### src/rtl/kcc_pkg.sv
package kcc_pkg;
    localparam logic [7:0] ADDR_KEY    = 8'hC1;
    localparam logic [7:0] ADDR_PWR    = 8'hC5;
    localparam logic [7:0] ADDR_PERIPH = 8'hF4;
    localparam logic [7:0] ADDR_ADCGO  = 8'hD8;
    localparam logic [7:0] KEY_PWR     = 8'hA7;
    localparam logic [7:0] KEY_TIME    = 8'hEA;
    localparam int         FAULT_BIT   = 4;
    localparam int         ACK_BIT     = 7;
    localparam int         CD_W        = 3;
    localparam logic [CD_W-1:0] CD_RST = 3'd2;

    typedef enum logic [1:0] {
        LOCKED     = 2'd0,
        PWR_ARMED  = 2'd1,
        TIME_ARMED = 2'd2
    } key_state_e;

    typedef struct packed {
        logic            meter_off;
        logic            core_off;
        logic [CD_W-1:0] cd;
    } pwr_ctrl_t;
endpackage

### src/rtl/kcc_key_fsm.sv
module kcc_key_fsm
    import kcc_pkg::*;
(
    input  logic       clk,
    input  logic       rst_n,
    input  logic       we,
    input  logic [7:0] addr,
    input  logic [7:0] wdata,
    output logic       pwr_wr_en,
    output logic       pwr_armed,
    output logic       time_unlock
);
    key_state_e state, state_n;

    function automatic key_state_e key_decode(input logic [7:0] a, input logic [7:0] d);
        if (a == ADDR_KEY && d == KEY_PWR)  return PWR_ARMED;
        if (a == ADDR_KEY && d == KEY_TIME) return TIME_ARMED;
        return LOCKED;
    endfunction

    always_ff @(posedge clk or negedge rst_n) begin
        if (!rst_n) state <= LOCKED;
        else        state <= state_n;
    end

    always_comb begin
        state_n = state;
        unique case (state)
            LOCKED:     if (we) state_n = key_decode(addr, wdata);
            PWR_ARMED:  if (we) state_n = key_decode(addr, wdata);
            TIME_ARMED: if (we) state_n = key_decode(addr, wdata);
            default:    state_n = LOCKED;
        endcase
    end

    always_comb begin
        pwr_armed   = (state == PWR_ARMED);
        time_unlock = (state == TIME_ARMED);
        pwr_wr_en   = pwr_armed && we && (addr == ADDR_PWR);
    end
endmodule

### src/rtl/kcc_core_div.sv
module kcc_core_div #(
    parameter int          CD_W   = 3,
    parameter logic [CD_W-1:0] CD_INIT = '0
) (
    input  logic            clk,
    input  logic            rst_n,
    input  logic [CD_W-1:0] cd_req,
    output logic            ce
);
    localparam int CNT_W = (2 ** CD_W) - 1;

    logic [CD_W-1:0]  cd_act;
    logic [CNT_W-1:0] cnt;
    logic [CNT_W-1:0] lim;

    always_comb begin
        lim = (CNT_W'(1) << cd_act) - CNT_W'(1);
        ce  = (cnt == lim);
    end

    always_ff @(posedge clk or negedge rst_n) begin
        if (!rst_n) begin
            cnt    <= '0;
            cd_act <= CD_INIT;
        end else if (ce) begin
            cnt    <= '0;
            cd_act <= cd_req;
        end else begin
            cnt    <= cnt + CNT_W'(1);
        end
    end
endmodule

### src/rtl/kcc_meter_div.sv
module kcc_meter_div #(
    parameter int DIV = 5
) (
    input  logic clk,
    input  logic rst_n,
    output logic ce
);
    localparam int W = (DIV > 1) ? $clog2(DIV) : 1;
    localparam logic [W-1:0] LAST = W'(DIV - 1);

    logic [W-1:0] cnt;

    assign ce = (cnt == LAST);

    always_ff @(posedge clk or negedge rst_n) begin
        if (!rst_n)  cnt <= '0;
        else if (ce) cnt <= '0;
        else         cnt <= cnt + W'(1);
    end
endmodule

### src/rtl/kcc_fault.sv
module kcc_fault (
    input  logic clk,
    input  logic por_n,
    input  logic lock_lost,
    input  logic ack,
    output logic flag,
    output logic rst_req
);
    logic lock_q;
    logic rise;

    assign rise = lock_lost && !lock_q;

    always_ff @(posedge clk or negedge por_n) begin
        if (!por_n) begin
            lock_q  <= 1'b0;
            flag    <= 1'b0;
            rst_req <= 1'b0;
        end else begin
            lock_q  <= lock_lost;
            rst_req <= rise;
            if (rise)     flag <= 1'b1;
            else if (ack) flag <= 1'b0;
        end
    end
endmodule

### src/rtl/keyed_clk_ctrl.sv
module keyed_clk_ctrl
    import kcc_pkg::*;
#(
    parameter int METER_DIV = 5
) (
    input  logic       clk,
    input  logic       por_n,
    input  logic       rst_n,
    input  logic [7:0] sfr_addr,
    input  logic [7:0] sfr_wdata,
    input  logic       sfr_we,
    input  logic       sfr_re,
    output logic [7:0] sfr_rdata,
    input  logic       pll_lock_lost,
    output logic       core_ce,
    output logic       meter_ce,
    output logic       core_off,
    output logic       meter_off,
    output logic       rst_req,
    output logic       time_unlock
);
    logic      sys_rst_n;
    logic      pwr_wr_en;
    logic      pwr_armed;
    logic      fault_flag;
    logic      ack_wr;
    pwr_ctrl_t pc;
    logic [7:0] powcon_rd;

    assign sys_rst_n = rst_n && por_n;

    kcc_key_fsm u_key (
        .clk         (clk),
        .rst_n       (sys_rst_n),
        .we          (sfr_we),
        .addr        (sfr_addr),
        .wdata       (sfr_wdata),
        .pwr_wr_en   (pwr_wr_en),
        .pwr_armed   (pwr_armed),
        .time_unlock (time_unlock)
    );

    always_ff @(posedge clk or negedge sys_rst_n) begin
        if (!sys_rst_n) begin
            pc <= '{meter_off: 1'b0, core_off: 1'b0, cd: CD_RST};
        end else if (pwr_wr_en) begin
            pc <= '{meter_off: sfr_wdata[6], core_off: sfr_wdata[4], cd: sfr_wdata[CD_W-1:0]};
        end
    end

    assign powcon_rd = {1'b1, pc.meter_off, 1'b0, pc.core_off, 1'b0, pc.cd};
    assign core_off  = pc.core_off;
    assign meter_off = pc.meter_off;

    kcc_core_div #(.CD_W(CD_W), .CD_INIT(CD_RST)) u_core_div (
        .clk    (clk),
        .rst_n  (sys_rst_n),
        .cd_req (pc.cd),
        .ce     (core_ce)
    );

    kcc_meter_div #(.DIV(METER_DIV)) u_meter_div (
        .clk   (clk),
        .rst_n (sys_rst_n),
        .ce    (meter_ce)
    );

    assign ack_wr = sfr_we && (sfr_addr == ADDR_ADCGO) && sfr_wdata[ACK_BIT];

    kcc_fault u_fault (
        .clk       (clk),
        .por_n     (por_n),
        .lock_lost (pll_lock_lost),
        .ack       (ack_wr),
        .flag      (fault_flag),
        .rst_req   (rst_req)
    );

    always_comb begin
        sfr_rdata = 8'h00;
        if (sfr_re) begin
            unique case (sfr_addr)
                ADDR_PWR:    sfr_rdata = powcon_rd;
                ADDR_PERIPH: sfr_rdata[FAULT_BIT] = fault_flag;
                default:     sfr_rdata = 8'h00;
            endcase
        end
    end
endmodule

### config.mk
export PLATFORM = sky130hd
export DESIGN_NAME = keyed_clk_ctrl
export DESIGN_NICKNAME = d
export VERILOG_FILES = /design/src/rtl/kcc_pkg.sv /design/src/rtl/kcc_key_fsm.sv /design/src/rtl/kcc_core_div.sv /design/src/rtl/kcc_meter_div.sv /design/src/rtl/kcc_fault.sv /design/src/rtl/keyed_clk_ctrl.sv
export SDC_FILE = /design/constraint.sdc
export NUM_CORES = 1
export LEC_CHECK = 0
export BUFFER_PORTS_ARGS = -buffer_cell sky130_fd_sc_hd__buf_2
export CORE_UTILIZATION = 40
export CTS_BUF_LIST = sky130_fd_sc_hd__clkbuf_8
export DETAILED_ROUTE_END_ITERATION = 7
export PLACE_DENSITY_LB_ADDON = 0.1
export SKIP_LAST_GASP = 1
export SLEW_MARGIN = 20
export SYNTH_ARGS = -nofsm -noshare
export SYNTH_HDL_FRONTEND = slang
export SYNTH_SLANG_ARGS = --single-unit
### constraint.sdc
create_clock -name clk -period 3.1 [get_ports clk]
set_input_delay 0.155 -clock clk [delete_from_list [all_inputs] [get_ports clk]]
set_output_delay 0.155 -clock clk [all_outputs]
set_load 0.05 [all_outputs]
# [Yosys cells after proc, flatten, opt, wreduce, memory -nomap -nowiden]
# Cells that the tools add are included.
[word_totals] ramBits=0 latchBits=0 inputBits=22 ff_bits=23 word_cells=74 romBits=0 memories=0 out_inout_bits=14
[op_classes] mux=35 n_addsub=3 bitwise=0 n_div=0 reduce_logical=12 mul=0 shifts=1 order_cmp=0 n_eq_ne=13
[ops] cell="equality test 8 bit, second input constant" count=6
[ops] cell="two-way mux 2 bit" count=11
[ops] cell="two-way mux 1 bit" count=17
[ops] cell="two-way mux 3 bit" count=3
[ops] cell="logical AND 1 bit" count=8
[ops] cell="two-way mux 8 bit" count=1
[ops] cell="adder 7 x 1 -> 7 bit, second input constant" count=1
[ops] cell="equality test 7 bit" count=1
[ops] cell="two-way mux 7 bit" count=1
[ops] cell="left shift 1 x 3 -> 7 bit, first input constant" count=1
[ops] cell="subtractor 7 x 2 -> 7 bit, second input constant" count=1
[ops] cell="inequality test 2 bit, second input constant" count=3
[ops] cell="case mux 2 bit (3 select lines)" count=1
[ops] cell="adder 3 x 1 -> 3 bit, second input constant" count=1
[ops] cell="equality test 3 bit, second input constant" count=1
[ops] cell="AND reduction 3 bit" count=1
[ops] cell="equality test 2 x 1 -> 1 bit, second input constant" count=1
[ops] cell="equality test 2 bit, second input constant" count=1
[ops] cell="logical NOT 2 bit" count=1
[ops] cell="case mux 1 bit (2 select lines)" count=1
[ops] cell="nonzero test 2 bit" count=1
[ops] cell="logical NOT 1 bit" count=1

# [Depth between registers and ports, before layout]
[logic_depth] word_depth=12 mapped_depth=10 mapped_depth_nobuf=8

# [Modules after synthesis]
# From an unflattened synthesis, not the netlist that was laid out.
[hier_totals] hier_cells=118 hier_area_um2=1312.5
[by_module_without_submodules] module="kcc_core_div" seq_area_each_um2=251.5 area_per_inst_um2=571.8 cells_per_inst=54 instances=1
[by_module_without_submodules] module="keyed_clk_ctrl" seq_area_each_um2=126.4 area_per_inst_um2=330.3 cells_per_inst=28 instances=1
[by_module_without_submodules] module="kcc_key_fsm" seq_area_each_um2=50.0 area_per_inst_um2=173.9 cells_per_inst=19 instances=1
[by_module_without_submodules] module="kcc_meter_div" seq_area_each_um2=75.1 area_per_inst_um2=136.4 cells_per_inst=11 instances=1
[by_module_without_submodules] module="kcc_fault" seq_area_each_um2=75.1 area_per_inst_um2=100.1 cells_per_inst=6 instances=1

# [Worst setup path before layout]
# OpenSTA, ideal clock, no wires.
[synth_path] kind="register to register" from="register u_core_div.cd_act[1]" to="register u_core_div.cd_act[2]" stages_incl_launch_ff=9 required_ns=2.975 arrival_ns=2.550 synth_period_minus_slack_ns=2.676 n_path_buf=2 setup_time_ns=0.125 setup_slack_ns=0.424 path_cell_list="dfstp_2 > buf_6 > or3_1 > ha_1 > nor3b_1 > or3_4 > a2111oi_4 > buf_6 > mux2_4"
[synth_via] elab_chain_len=3
[synth_lines] item="start, declared" line_no="kcc_core_div.sv:12" rtl="logic [CD_W-1:0] cd_act;"
[synth_lines] item="start signal, assigned" line_no="kcc_core_div.sv:27" rtl="cd_act <= cd_req;"
[synth_lines] item="left shift 1 x 3 -> 7 bit" line_no="kcc_core_div.sv:17" rtl="lim = (CNT_W'(1) << cd_act) - CNT_W'(1);"
[synth_lines] item="subtractor 7 x 2 -> 7 bit" line_no="kcc_core_div.sv:17"
[synth_lines] item="equality test 7 bit" line_no="kcc_core_div.sv:18" rtl="ce = (cnt == lim);"
[synth_lines] item="via core_ce" line_no="keyed_clk_ctrl.sv:15" rtl="output logic core_ce,"
# The timed path passes the listed nets, and every way through them passes these cells.
# A chain may end at the register's enable or synchronous reset.

# [Worst setup path in the final report]
[layout_path] from="register u_core_div.cd_act[0]" to="output core_ce"
[layout_via] elab_chain_len=3
[layout_lines] item="left shift 1 x 3 -> 7 bit" line_no="kcc_core_div.sv:17"
[layout_lines] item="subtractor 7 x 2 -> 7 bit" line_no="kcc_core_div.sv:17"
[layout_lines] item="equality test 7 bit" line_no="kcc_core_div.sv:18"
[layout_lines] item="end, declared" line_no="keyed_clk_ctrl.sv:15"
# Every way passes these cells.

==> impl_metrics.ini <==
[route]
via_per_inst = 4.76
routed_wl_um = 2370
wire_per_inst_um = 11.6
drc = 0
vias = 971
drt_first_pass_iters = 4
ant_nets = 0
drtIter0Drc = 19

[sta]
relSlewSlack_pct = 42.0
worst_pin_slew_ns = 0.869
fin_crit_sh_pct = 93.2
max_freq_mhz = 346
slew_violations = 0
period_needed_ns = 2.89
setup_viol = 0
rsz0062_at_grt = false
hold_viol = 0
worst_clock_skew_ns = 0.0127
fin_setup_tns_ns = 0

[cts]
clk_pin_slew_worst_paths_ns = 0.09
cts_buffers = 3
cts_tree = built
clock_sinks = 23
cts_max_level = 1
clock_path_buffers = 2
worstSkewPairLatency_ns = 0.27
cts_root_buf = clkbuf_8

[cells_and_area]
fillCellCount = 299
nets = 187
antennaDiodeCount = 0
synthToLayoutAreaGrowth_pct = 20.0
postLayoutCoreUtil_pct = 51.1
drive_gt1_share_pct = 31.9
fin_cells = 204

[place]
place_inst = 197
portBuffers = 33
dp_hpwl_um = 1860
gp_congestion = 0.835

[critical_path]
required_ns = 2.94
critPathSlowestCell = dfrtp_1
cp.arrival_ns = 2.73
cp-start-kind = flop
cp-end-kind = primary output
crit_type = reg -> out
cp_cell_sequence = or3_1 > ha_1 > or3_1 > a21boi_2 > o21ai_1 > a2111oi_4 > buf_2
crit_top_cell = or3_1
critPathTopFamily = simple AND/OR/NAND/NOR gates
crit_fanout = 7
max_stage_delay_ns = 0.44
crit_buf_inv = 1

[logic_synthesis]
ys_seq_area_share_pct = 44.1
ys_async_sr_fraction_pct = 100
synth_seq_cells = 23
synth_common_cells = 21 x dfrtp_1, 14 x nor2_1, 6 x and2_1, 6 x nand2_1, 6 x nand3_1
syn-cell-area_mm2 = 0.00131
yosys-top-cells-area = dfrtp_1 40%, mux2_2 4.3%, dfstp_2 4.0%
synth_edf_count = 0
synth_cell_type_count = 39
ys_warn_count = 0
synth_top_area_share_pct = 40.1
yosysMostFrequentCell = dfrtp_1
synth.largest_area_cell = dfrtp_1
syn_inst = 123
synth-main-ff-cell = dfrtp_1
synth.avg_cell_area_um2 = 10.7

[die]
die_w_um = 59.3
rows = 20
die_height_um = 59.3
ios = 36
die-area_mm2 = 0.00351
floorplan.initialDensity_pct = 42.6
core_area_mm2 = 0.00308

[global_routing]
grt_usage_pct = 16.3
grt_pass1_vias = 1007
grt_start_max_net_pins = 21
antenna_found_initial = 0
grt_pass1_wl_um = 4270
overflow = 0

[outcome]
status = finished clean

[run]
maxCapViolations = 0

[hold_path]
hold_class = in -> async

[pwr]
power_leakage_nw = 0.768
powerDensity_mw_per_mm2 = 473
ir_drop_uv = 157
power_mw = 0.745
==> per-stage QoR <==
step                cell area (um^2)  hold slack, ns  worst slack [ns]
detailed placement              1500         -0.0448             0.290
finish                          1570          0.0883             0.212
floorplan                       1320          -0.141             0.424
CTS                             1570          0.0893             0.182
global placement                1500         -0.0468             0.376
global route                    1570          0.0889            0.0539
==> final cells by class <==
| class | count | area, um^2 | share of cell area [%] |
|---|---|---|---|
| Clock inverter | 1 | 7.51 | 0.477 |
| Inverter | 3 | 11.3 | 0.715 |
| Multi-Input combinational cell | 93 | 681 | 43.2 |
| Timing Repair Buffer | 37 | 200 | 12.7 |
| Tap cell | 44 | 55.1 | 3.50 |
| Clock buffer | 3 | 41.3 | 2.62 |
| Sequential cell | 23 | 578 | 36.7 |
==> metal layers <==
metal	up-vias	track usage, %	part of all wire, %
li1	495	-	-
met2	26	26.3	45
met5	-	0	0
met4	0	8.84	2.1
met1	445	20.9	49
met3	5	2.62	3.6
==> report_power, final <==
group / internal [mW] / switching, mW
clock: 0.0910 / 0.0983
combinational: 0.0975 / 0.126
sequential: 0.314 / 0.0188
==> what timing repair did <==
item | in CTS | in global routing
hold buffers | 2 | 0
gates resized for setup | 0 | 0
endpoints found under the hold margin | 4 | 0
setup endpoints to repair | 1 | 0
setup buffers | 1 | 0
==> worst paths after layout <==
kind / cells after the start / slack (ns) / to / start
setup reg to reg: 8 / 0.32 / u_core_div.cd_act[0] / u_core_div.cd_act[0]
hold reg to reg: 1 / 0.43 / u_fault.rst_req / u_fault.lock_q
setup / recovery: 7 / 0.21 / core_ce / u_core_div.cd_act[0]
hold / removal: 2 / 0.09 / u_meter_div.cnt[0] / rst_n
min in group clk: 2 / 0.10 / u_key.state[0] / sfr_we
max in group asynchronous: 3 / 1.87 / u_core_div.cnt[6] / por_n
==> cells in the final DEF (no fill, tap or decap), types with 3 or more instances in the layout <==
cell type and instances:
buf_2 33, ha_1 4, nor3_1 3, nor2b_1 5, mux2_2 5, and2_1 6, clkbuf_8 3, nand3_1 6
nand2b_1 4, dfrtp_1 21, nand2_1 6, inv_1 3, xnor2_1 5, nor2_1 14, xor2_1 5
==> sequential cells by signal, indices dropped and copies added (netlist names) <==
name and count:
pc 3, core_off 1, u_fault.lock_q 1, u_fault.flag 1, u_meter_div.cnt 3, u_fault.rst_req 1
u_core_div.cnt 7, u_core_div.cd_act 3, u_key.state 2, meter_off 1
==> cell families after synthesis <==
| group | synth area share, % |
|---|---|
| buf+inv | 4.29 |
| xor+xnor | 6.68 |
| mux | 8.21 |
| other cells | 0.286 |
| fa+ha+maj | 3.82 |
| flops | 44.1 |
| simple gates | 24.6 |
| compound gates | 8.02 |
Power figures use the tool's default switching activity.
